### src/rtl/tmr8_pkg.sv
package tmr8_pkg;

  localparam int CNT_W = 8;
  localparam int PRE_W = 10;

  typedef enum logic [2:0] {
    CS_OFF      = 3'd0,
    CS_DIV1     = 3'd1,
    CS_DIV8     = 3'd2,
    CS_DIV64    = 3'd3,
    CS_DIV256   = 3'd4,
    CS_DIV1024  = 3'd5,
    CS_EXT_FALL = 3'd6,
    CS_EXT_RISE = 3'd7
  } clk_sel_e;

  // number of low prescaler bits that must all be one for a tick
  function automatic int div_bits(input clk_sel_e cs);
    case (cs)
      CS_DIV8:    return 3;
      CS_DIV64:   return 6;
      CS_DIV256:  return 8;
      CS_DIV1024: return 10;
      default:    return 0;
    endcase
  endfunction

  function automatic logic pre_hit(input logic [PRE_W-1:0] pre, input int k);
    logic [PRE_W-1:0] m;
    m = '0;
    for (int i = 0; i < PRE_W; i++) begin
      if (i < k) m[i] = 1'b1;
    end
    return (pre & m) == m;
  endfunction

  function automatic logic [CNT_W-1:0] top_of(input logic mode,
                                               input logic [CNT_W-1:0] cmp);
    return mode ? cmp : {CNT_W{1'b1}};
  endfunction

  function automatic logic [CNT_W-1:0] cnt_step(input logic [CNT_W-1:0] cnt,
                                                input logic [CNT_W-1:0] top);
    return (cnt == top) ? '0 : cnt + CNT_W'(1);
  endfunction

endpackage

### src/rtl/tmr8_prescaler.sv
module tmr8_prescaler #(
  parameter int PRE_W = tmr8_pkg::PRE_W
) (
  input  logic             clk_i,
  input  logic             rst_ni,
  output logic [PRE_W-1:0] pre_o
);
  logic [PRE_W-1:0] pre_q;

  always_ff @(posedge clk_i) begin
    if (!rst_ni) pre_q <= '0;
    else         pre_q <= pre_q + PRE_W'(1);
  end

  assign pre_o = pre_q;
endmodule

### src/rtl/tmr8_pin_edge.sv
module tmr8_pin_edge #(
  parameter int STAGES = 2
) (
  input  logic clk_i,
  input  logic rst_ni,
  input  logic pin_i,
  output logic rise_o,
  output logic fall_o
);
  logic [STAGES-1:0] sync_q;
  logic              prev_q;

  if (STAGES == 1) begin : g_one
    always_ff @(posedge clk_i) begin
      if (!rst_ni) sync_q <= '0;
      else         sync_q <= pin_i;
    end
  end else begin : g_chain
    always_ff @(posedge clk_i) begin
      if (!rst_ni) sync_q <= '0;
      else         sync_q <= {sync_q[STAGES-2:0], pin_i};
    end
  end

  always_ff @(posedge clk_i) begin
    if (!rst_ni) prev_q <= 1'b0;
    else         prev_q <= sync_q[STAGES-1];
  end

  assign rise_o = sync_q[STAGES-1] & ~prev_q;
  assign fall_o = ~sync_q[STAGES-1] & prev_q;
endmodule

### src/rtl/tmr8_count.sv
module tmr8_count
  import tmr8_pkg::*;
(
  input  logic             clk_i,
  input  logic             rst_ni,
  input  logic             tick_i,
  input  logic [CNT_W-1:0] top_i,
  input  logic             load_i,
  input  logic [CNT_W-1:0] load_val_i,
  input  logic             clr_i,
  output logic [CNT_W-1:0] cnt_o,
  output logic             ovf_o,
  output logic             wrap_o
);
  logic [CNT_W-1:0] cnt_q;
  logic             ovf_q;
  logic             wrap_w;

  assign wrap_w = tick_i & ~load_i & (cnt_q == top_i);

  always_ff @(posedge clk_i) begin
    if (!rst_ni)      cnt_q <= '0;
    else if (load_i)  cnt_q <= load_val_i;
    else if (tick_i)  cnt_q <= cnt_step(cnt_q, top_i);
  end

  always_ff @(posedge clk_i) begin
    if (!rst_ni)      ovf_q <= 1'b0;
    else if (wrap_w)  ovf_q <= 1'b1;
    else if (clr_i)   ovf_q <= 1'b0;
  end

  assign cnt_o  = cnt_q;
  assign ovf_o  = ovf_q;
  assign wrap_o = wrap_w;
endmodule

### src/rtl/tmr8_core.sv
module tmr8_core
  import tmr8_pkg::*;
#(
  parameter int SYNC_STAGES = 2
) (
  input  logic             clk_i,
  input  logic             rst_ni,
  input  logic             ext_pin_i,
  input  logic             wr_cnt_i,
  input  logic             wr_ctl_i,
  input  logic             wr_cmp_i,
  input  logic [CNT_W-1:0] wr_data_i,
  input  logic             flag_clr_i,
  output logic [CNT_W-1:0] cnt_o,
  output logic             ovf_o,
  output logic             irq_o
);
  clk_sel_e         csel_q;
  logic             mode_q;
  logic [CNT_W-1:0] cmp_q;
  logic [PRE_W-1:0] pre_w;
  logic             ext_rise_w;
  logic             ext_fall_w;
  logic             tick_w;
  logic             timer_off_w;
  logic [CNT_W-1:0] top_w;
  logic             wrap_w;
  logic [CNT_W-1:0] cnt_w;
  logic             ovf_w;

  always_ff @(posedge clk_i) begin
    if (!rst_ni) begin
      csel_q <= CS_OFF;
      mode_q <= 1'b0;
    end else if (wr_ctl_i) begin
      csel_q <= clk_sel_e'(wr_data_i[2:0]);
      mode_q <= wr_data_i[3];
    end
  end

  always_ff @(posedge clk_i) begin
    if (!rst_ni)       cmp_q <= '0;
    else if (wr_cmp_i) cmp_q <= wr_data_i;
  end

  tmr8_prescaler #(.PRE_W(PRE_W)) u_pre (
    .clk_i  (clk_i),
    .rst_ni (rst_ni),
    .pre_o  (pre_w)
  );

  tmr8_pin_edge #(.STAGES(SYNC_STAGES)) u_edge (
    .clk_i  (clk_i),
    .rst_ni (rst_ni),
    .pin_i  (ext_pin_i),
    .rise_o (ext_rise_w),
    .fall_o (ext_fall_w)
  );

  always_comb begin
    case (csel_q)
      CS_OFF:      tick_w = 1'b0;
      CS_EXT_FALL: tick_w = ext_fall_w;
      CS_EXT_RISE: tick_w = ext_rise_w;
      default:     tick_w = pre_hit(pre_w, div_bits(csel_q));
    endcase
  end

  assign timer_off_w = (csel_q == CS_OFF);
  assign top_w       = top_of(mode_q, cmp_q);

  tmr8_count u_cnt (
    .clk_i      (clk_i),
    .rst_ni     (rst_ni),
    .tick_i     (tick_w),
    .top_i      (top_w),
    .load_i     (wr_cnt_i),
    .load_val_i (wr_data_i),
    .clr_i      (flag_clr_i),
    .cnt_o      (cnt_w),
    .ovf_o      (ovf_w),
    .wrap_o     (wrap_w)
  );

  assign cnt_o = cnt_w;
  assign ovf_o = ovf_w;
  assign irq_o = ovf_w;
endmodule

### config.mk
export PLATFORM = sky130hd
export DESIGN_NAME = tmr8_core
export DESIGN_NICKNAME = d
export VERILOG_FILES = /design/src/rtl/tmr8_pkg.sv /design/src/rtl/tmr8_prescaler.sv /design/src/rtl/tmr8_pin_edge.sv /design/src/rtl/tmr8_count.sv /design/src/rtl/tmr8_core.sv
export SDC_FILE = /design/constraint.sdc
export NUM_CORES = 1
export LEC_CHECK = 0
export BUFFER_PORTS_ARGS = -buffer_cell sky130_fd_sc_hd__buf_2
export CORE_ASPECT_RATIO = 1.75
export CORE_MARGIN = 2
export CORE_UTILIZATION = 50
export CTS_CLUSTER_DIAMETER = 120
export CTS_CLUSTER_SIZE = 12
export DETAILED_ROUTE_END_ITERATION = 8
export MAX_ROUTING_LAYER = met4
export PLACE_DENSITY_LB_ADDON = 0.12
export SYNTH_ARGS = -nofsm -noshare
export SYNTH_HDL_FRONTEND = slang
export SYNTH_SLANG_ARGS = --single-unit
### constraint.sdc
create_clock -name clk_i -period 2.2 [get_ports clk_i]
set_input_delay 0.33 -clock clk_i [delete_from_list [all_inputs] [get_ports clk_i]]
set_output_delay 0.33 -clock clk_i [all_outputs]
set_load 0.02 [all_outputs]
# After elaboration in Yosys (flattened, before gate mapping)
# Cells that the tools add are included.
# classes
n_addsub	2
magnitude_cmp	10
eq_ne	8
muxes	29
bitwise_logic	8
reduce_logical	4
# ops
op	n
< comparator 4 x 32 -> 1 bit (first input constant)	4
< comparator 3 x 32 -> 1 bit (first input constant)	2
< comparator 5 x 32 -> 1 bit (first input constant)	2
< comparator 1 x 32 -> 1 bit (first input constant)	1
< comparator 2 x 32 -> 1 bit (first input constant)	1
two-way mux 32 bit	1
two-way mux 8 bit	4
two-way mux 1 bit	22
one-hot mux 4 bit (4 select lines)	1
== test 3 bit (second input constant)	4
adder 10 x 1 -> 10 bit (second input constant)	1
AND 10 bit	1
== test 10 bit	1
adder 8 x 1 -> 8 bit (second input constant)	1
== test 8 bit	1
== test 3 x 2 -> 1 bit (second input constant)	2
AND 1 bit	4
nonzero test 2 bit	2
zero test 3 bit	1
NOT 1 bit	3
one-hot mux 1 bit (3 select lines)	1
OR reduction 3 bit	1
# word_totals
regBits	34
output_inout_bits	10

# Logic depth before layout (Yosys ltp)
# logic_depth
word_depth	12
mapped_depth	7
depth_no_buf	6

# Hierarchy
# Synthesis repeated with hierarchy kept, for this count alone.
# unflattened
hier_cells	191
hier_area_um2	1773.0
# by_module_without_submodules
module	n_inst	cells_each	area_per_inst_um2	seq_area_each_um2
tmr8_core	1	68	665.6	240.2
tmr8_count	1	70	601.8	180.2
tmr8_prescaler	1	45	414.1	200.2
tmr8_pin_edge	1	8	91.3	60.1

# Worst setup path after synthesis
# OpenSTA, ideal clock, no wires.
# synth_timing
kind	register to register
startpoint	register u_pre.pre_q[2], in the netlist u_pre.pre_o[2]
endpoint	register u_cnt.cnt_q[4], in the netlist u_cnt.cnt_o[4]
setup_time_ns	0.075
arrival_time_ns	1.981
required_ns	2.125
setup_slack_ns	0.144
stages_incl_launch_ff	7
synth_period_minus_slack_ns	2.056
cell_sequence	dfxtp_1 > nand3_2 > o41a_1 > a211oi_4 > nand2b_4 > or4_1 > a31oi_1
# synth_via
elab_chain_cells	4
# synth_lines
element	line	source
from (decl)	tmr8_prescaler.sv:8	logic [PRE_W-1:0] pre_q;
from (signal assigned)	tmr8_prescaler.sv:12	else pre_q <= pre_q + PRE_W'(1);
AND 10 bit	tmr8_pkg.sv:34	return (pre & m) == m;
== test 10 bit	tmr8_pkg.sv:34	
one-hot mux 1 bit (3 select lines)	tmr8_core.sv:61	case (csel_q)
nonzero test 2 bit (no line)	n/a	
to (signal assigned)	tmr8_count.sv:23	else if (load_i) cnt_q <= load_val_i;
to (signal assigned)	tmr8_count.sv:24	else if (tick_i) cnt_q <= cnt_step(cnt_q, top_i);
to (decl)	tmr8_count.sv:15	logic [CNT_W-1:0] cnt_q;
# No other way between the ends.
# A chain may end at the register's enable or synchronous reset.

# Final worst setup path
# layout_timing
startpoint	register u_pre.pre_q[1], in the netlist u_pre.pre_o[1]
endpoint	register u_cnt.cnt_q[4], in the netlist u_cnt.cnt_o[4]
# The elaborated chain is that of the path after synthesis.

==> results.yml <==
worst_setup_path:
  cp_cell_sequence: "nand3_2 -> o41a_1 -> a211oi_4 -> nand2b_4 -> or4_1 -> a31oi_1"
  path_max_fanout: 7
  required_ns: 2.41
  crit_path_end_kind: "flop"
  crit_path_start: "u_pre.pre_o[1]"
  rr_worst_depth: 6
  criticalPathCategory: "flop to flop"
  cp.arrival_ns: 2.25
  r2r-start: "u_pre.pre_o[1]"
  cp_slowest_stage_delay_ns: 0.47
  r2r-end: "u_cnt.cnt_o[4]"
  startpoint_type: "flop"
  endpoint: "u_cnt.cnt_o[4]"
  crit_slowest_cell: "or4_1"
  rrSetupSlack_ns: 0.16
routing:
  vias: 1530
  drt-wirelength-per-cell_microns: 15.2
  met2RoutedLength_mm: 2.29
  top_layer: "met4"
  drc_errors: 0
  vias_per_cell: 5.75
  route.met3.wl_microns: 90
  drt_iter0_markers: 29
  ant_nets: 0
  drt_wl_total_mm: 4.05
  wl_met1_mm: 1.61
  firstDrtPassIters: 4
pwr:
  ir_drop_mv: 0.495
  power_per_cell_area_mw_per_mm2: 675
  p_switching_mw: 0.362
  p_total_mw: 1.34
  swShare: 0.270
  p_leak_nw: 0.798
  p_int_mw: 0.979
  power_frac_seq: 0.516
  pwr-share-comb: 0.130
  clockPowerShare: 0.354
yosys:
  synth-seq-cells: 34
  syn_nets: 211
  syn_area_sq_mm: 0.00172
  syn_inst: 194
  synth_edf_count: 0
  yosysSeqAreaShare: 0.395
  synth_ff_type: "dfxtp_1"
  yosysWarnings: 0
  synth_area_per_cell_sq_um: 8.88
  synthDistinctLibCells: 46
  ys_async_sr_fraction: 0
sta:
  skew_ns: 0.00554
  max_freq_ghz: 0.490
  grt_setup_unrepaired: "no"
  fin_crit_sh: 0.928
  whs_ns: 0.259
  final.setup.tns_ns: 0
  fin_crit_ns: 2.04
  tightest_slew_ns: 0.374
  worst_slew_margin_rel: 0.749
  finalSetupViolCount: 0
  finalMaxSlewViolations: 0
  hold_viol: 0
  postLayoutSetupSlackWorst_ns: 0.159
die:
  dieArea_sq_mm: 0.00395
  num_rows: 28
  fp.dieW_microns: 48.4
  fp.coreArea_sq_mm: 0.00333
  num_io_pins: 25
  start_util: 0.518
  die_y_microns: 81.7
layout:
  seq_area_sq_um: 682
  diodes: 0
  nFillCells: 317
  area_growth_pct: 15.4
  final_common_cell: "dfxtp_1"
  final_cell_mix: "dfxtp_1, buf_2, nor2_1"
  final_nets: 237
  layout-drive-gt1-share: 0.195
  multi_input_area_sq_um: 997
placed_design:
  io_buffers: 24
  preCtsSetupSlack_ns: 0.107
  place_hpwl_mm: 3.05
  routabilityCongestion: 0.849
clocking:
  clk_pin_slew_ns: 0.07
  ctsHoldBuffers: 0
  cts_tree: "built"
  cts_buffers: 5
  cts_sinks: 34
  cts-resized-gates: 0
  post_cts_buffers: 0
  clk_latency_ns: 0.28
  ctsLongestPathBuffers: 2
  htreeDepth: 2
  cts-root-buf: "clkbuf_8"
grt:
  grt_antenna_before_repair: 0
  grt_max_degree: 19
  first_global_vias: 1555
  grt_overflow: 0
  grt_use_total: 0.231
  grt_pass1_wl_mm: 6.96
min_path:
  min_path_cells: 2
  hold_path_class: "primary input to flop"
run:
  cap_violations: 0
status:
  run_status: "completed"
==> registers in the layout (all words and copies together), names as in the netlist <==
name and count:
cmp_q 8, u_cnt.ovf_o 1, mode_q 1, u_pre.pre_o 10, u_edge.prev_q 1, csel_q 3
u_edge.sync_q 2, u_cnt.cnt_o 8
==> worst max-delay path, delay by kind of cell, from the launching register on <==
kind               cells  cell delay [ns]
and+or+nand+nor        3             0.67
DFF                    1             0.36
AOI/OAI and AO/OA      3             0.93
==> synthesized netlist by cell type, drive strengths merged, types with 3 or more instances <==
cell type | count | area (sq um)
or3 | 3 | 20.0
nand4bb | 4 | 45.0
mux2i | 12 | 120
nor3b | 4 | 30.0
o31ai | 4 | 30.0
nor2 | 23 | 86.3
a32oi | 3 | 26.3
and3 | 3 | 20.0
nand2 | 14 | 52.6
xnor2 | 4 | 35.0
clkbuf | 7 | 26.3
dfxtp | 34 | 681
or4 | 3 | 22.5
buf | 3 | 15.0
xor2 | 7 | 61.3
nand2b | 6 | 45.0
nand3 | 15 | 80.1
o21ai | 4 | 20.0
and2 | 4 | 25.0
a21oi | 9 | 45.0
==> per-stage QoR <==
| step | instance area [sq um] | std cells | util |
|---|---|---|---|
| final | 1990 | 266 | 0.597 |
| after global routing | 1990 | 266 | 0.597 |
| after CTS | 1990 | 266 | 0.597 |
| after detailed placement | 1900 | 258 | 0.570 |
| after global placement | 1900 | 258 | 0.570 |
| after floorplan | 1720 | 194 | - |
==> power groups by stage <==
stage	Sequential [mW]	Clock, mW	Combinational, mW
floorplan	0.704	0	0.109
global placement	0.702	0	0.171
detailed placement	0.704	0	0.175
CTS	0.691	0.481	0.175
global route	0.697	0.509	0.193
finish	0.692	0.475	0.175
==> kinds of logic (layout without fill, tap and decap cells) <==
kind of cell    count (synthesis)  count (layout)  synth area share
compound gates                 34              34             0.142
buf+inv                        11              38            0.0261
flops                          34              34             0.395
mux                            12              12            0.0697
simple gates                   90              90             0.296
xor+xnor                       11              11            0.0559
fa+ha+maj                       2               2            0.0145
==> cell type report <==
class	count	area share
well taps	45	0.0283
repair buffers	29	0.0793
clock inverters	1	0.00252
clock buffers	7	0.0434
multi-input cells	149	0.502
inverters	1	0.00189
flip-flops and latches	34	0.343
==> layer usage <==
| metal | GRT usage | up-vias |
|---|---|---|
| met2 | 0.463 | 27 |
| li1 | - | 750 |
| met5 | - | - |
| met3 | 0.0400 | 6 |
| met1 | 0.221 | 747 |
| met4 | 0.0829 | 0 |
==> worst min path at each step <==
| stage | startpoint | endpoint | slack (ns) |
|---|---|---|---|
| global placement | u_edge.sync_q[0] | u_edge.sync_q[1] | 0.42 |
| CTS | ext_pin_i | u_edge.sync_q[0] | 0.25 |
| floorplan | u_edge.sync_q[0] | u_edge.sync_q[1] | 0.41 |
| finish | ext_pin_i | u_edge.sync_q[0] | 0.26 |
| global route | ext_pin_i | u_edge.sync_q[0] | 0.25 |
| detailed placement | u_edge.sync_q[0] | u_edge.sync_q[1] | 0.43 |
Power figures use the tool's default switching activity.
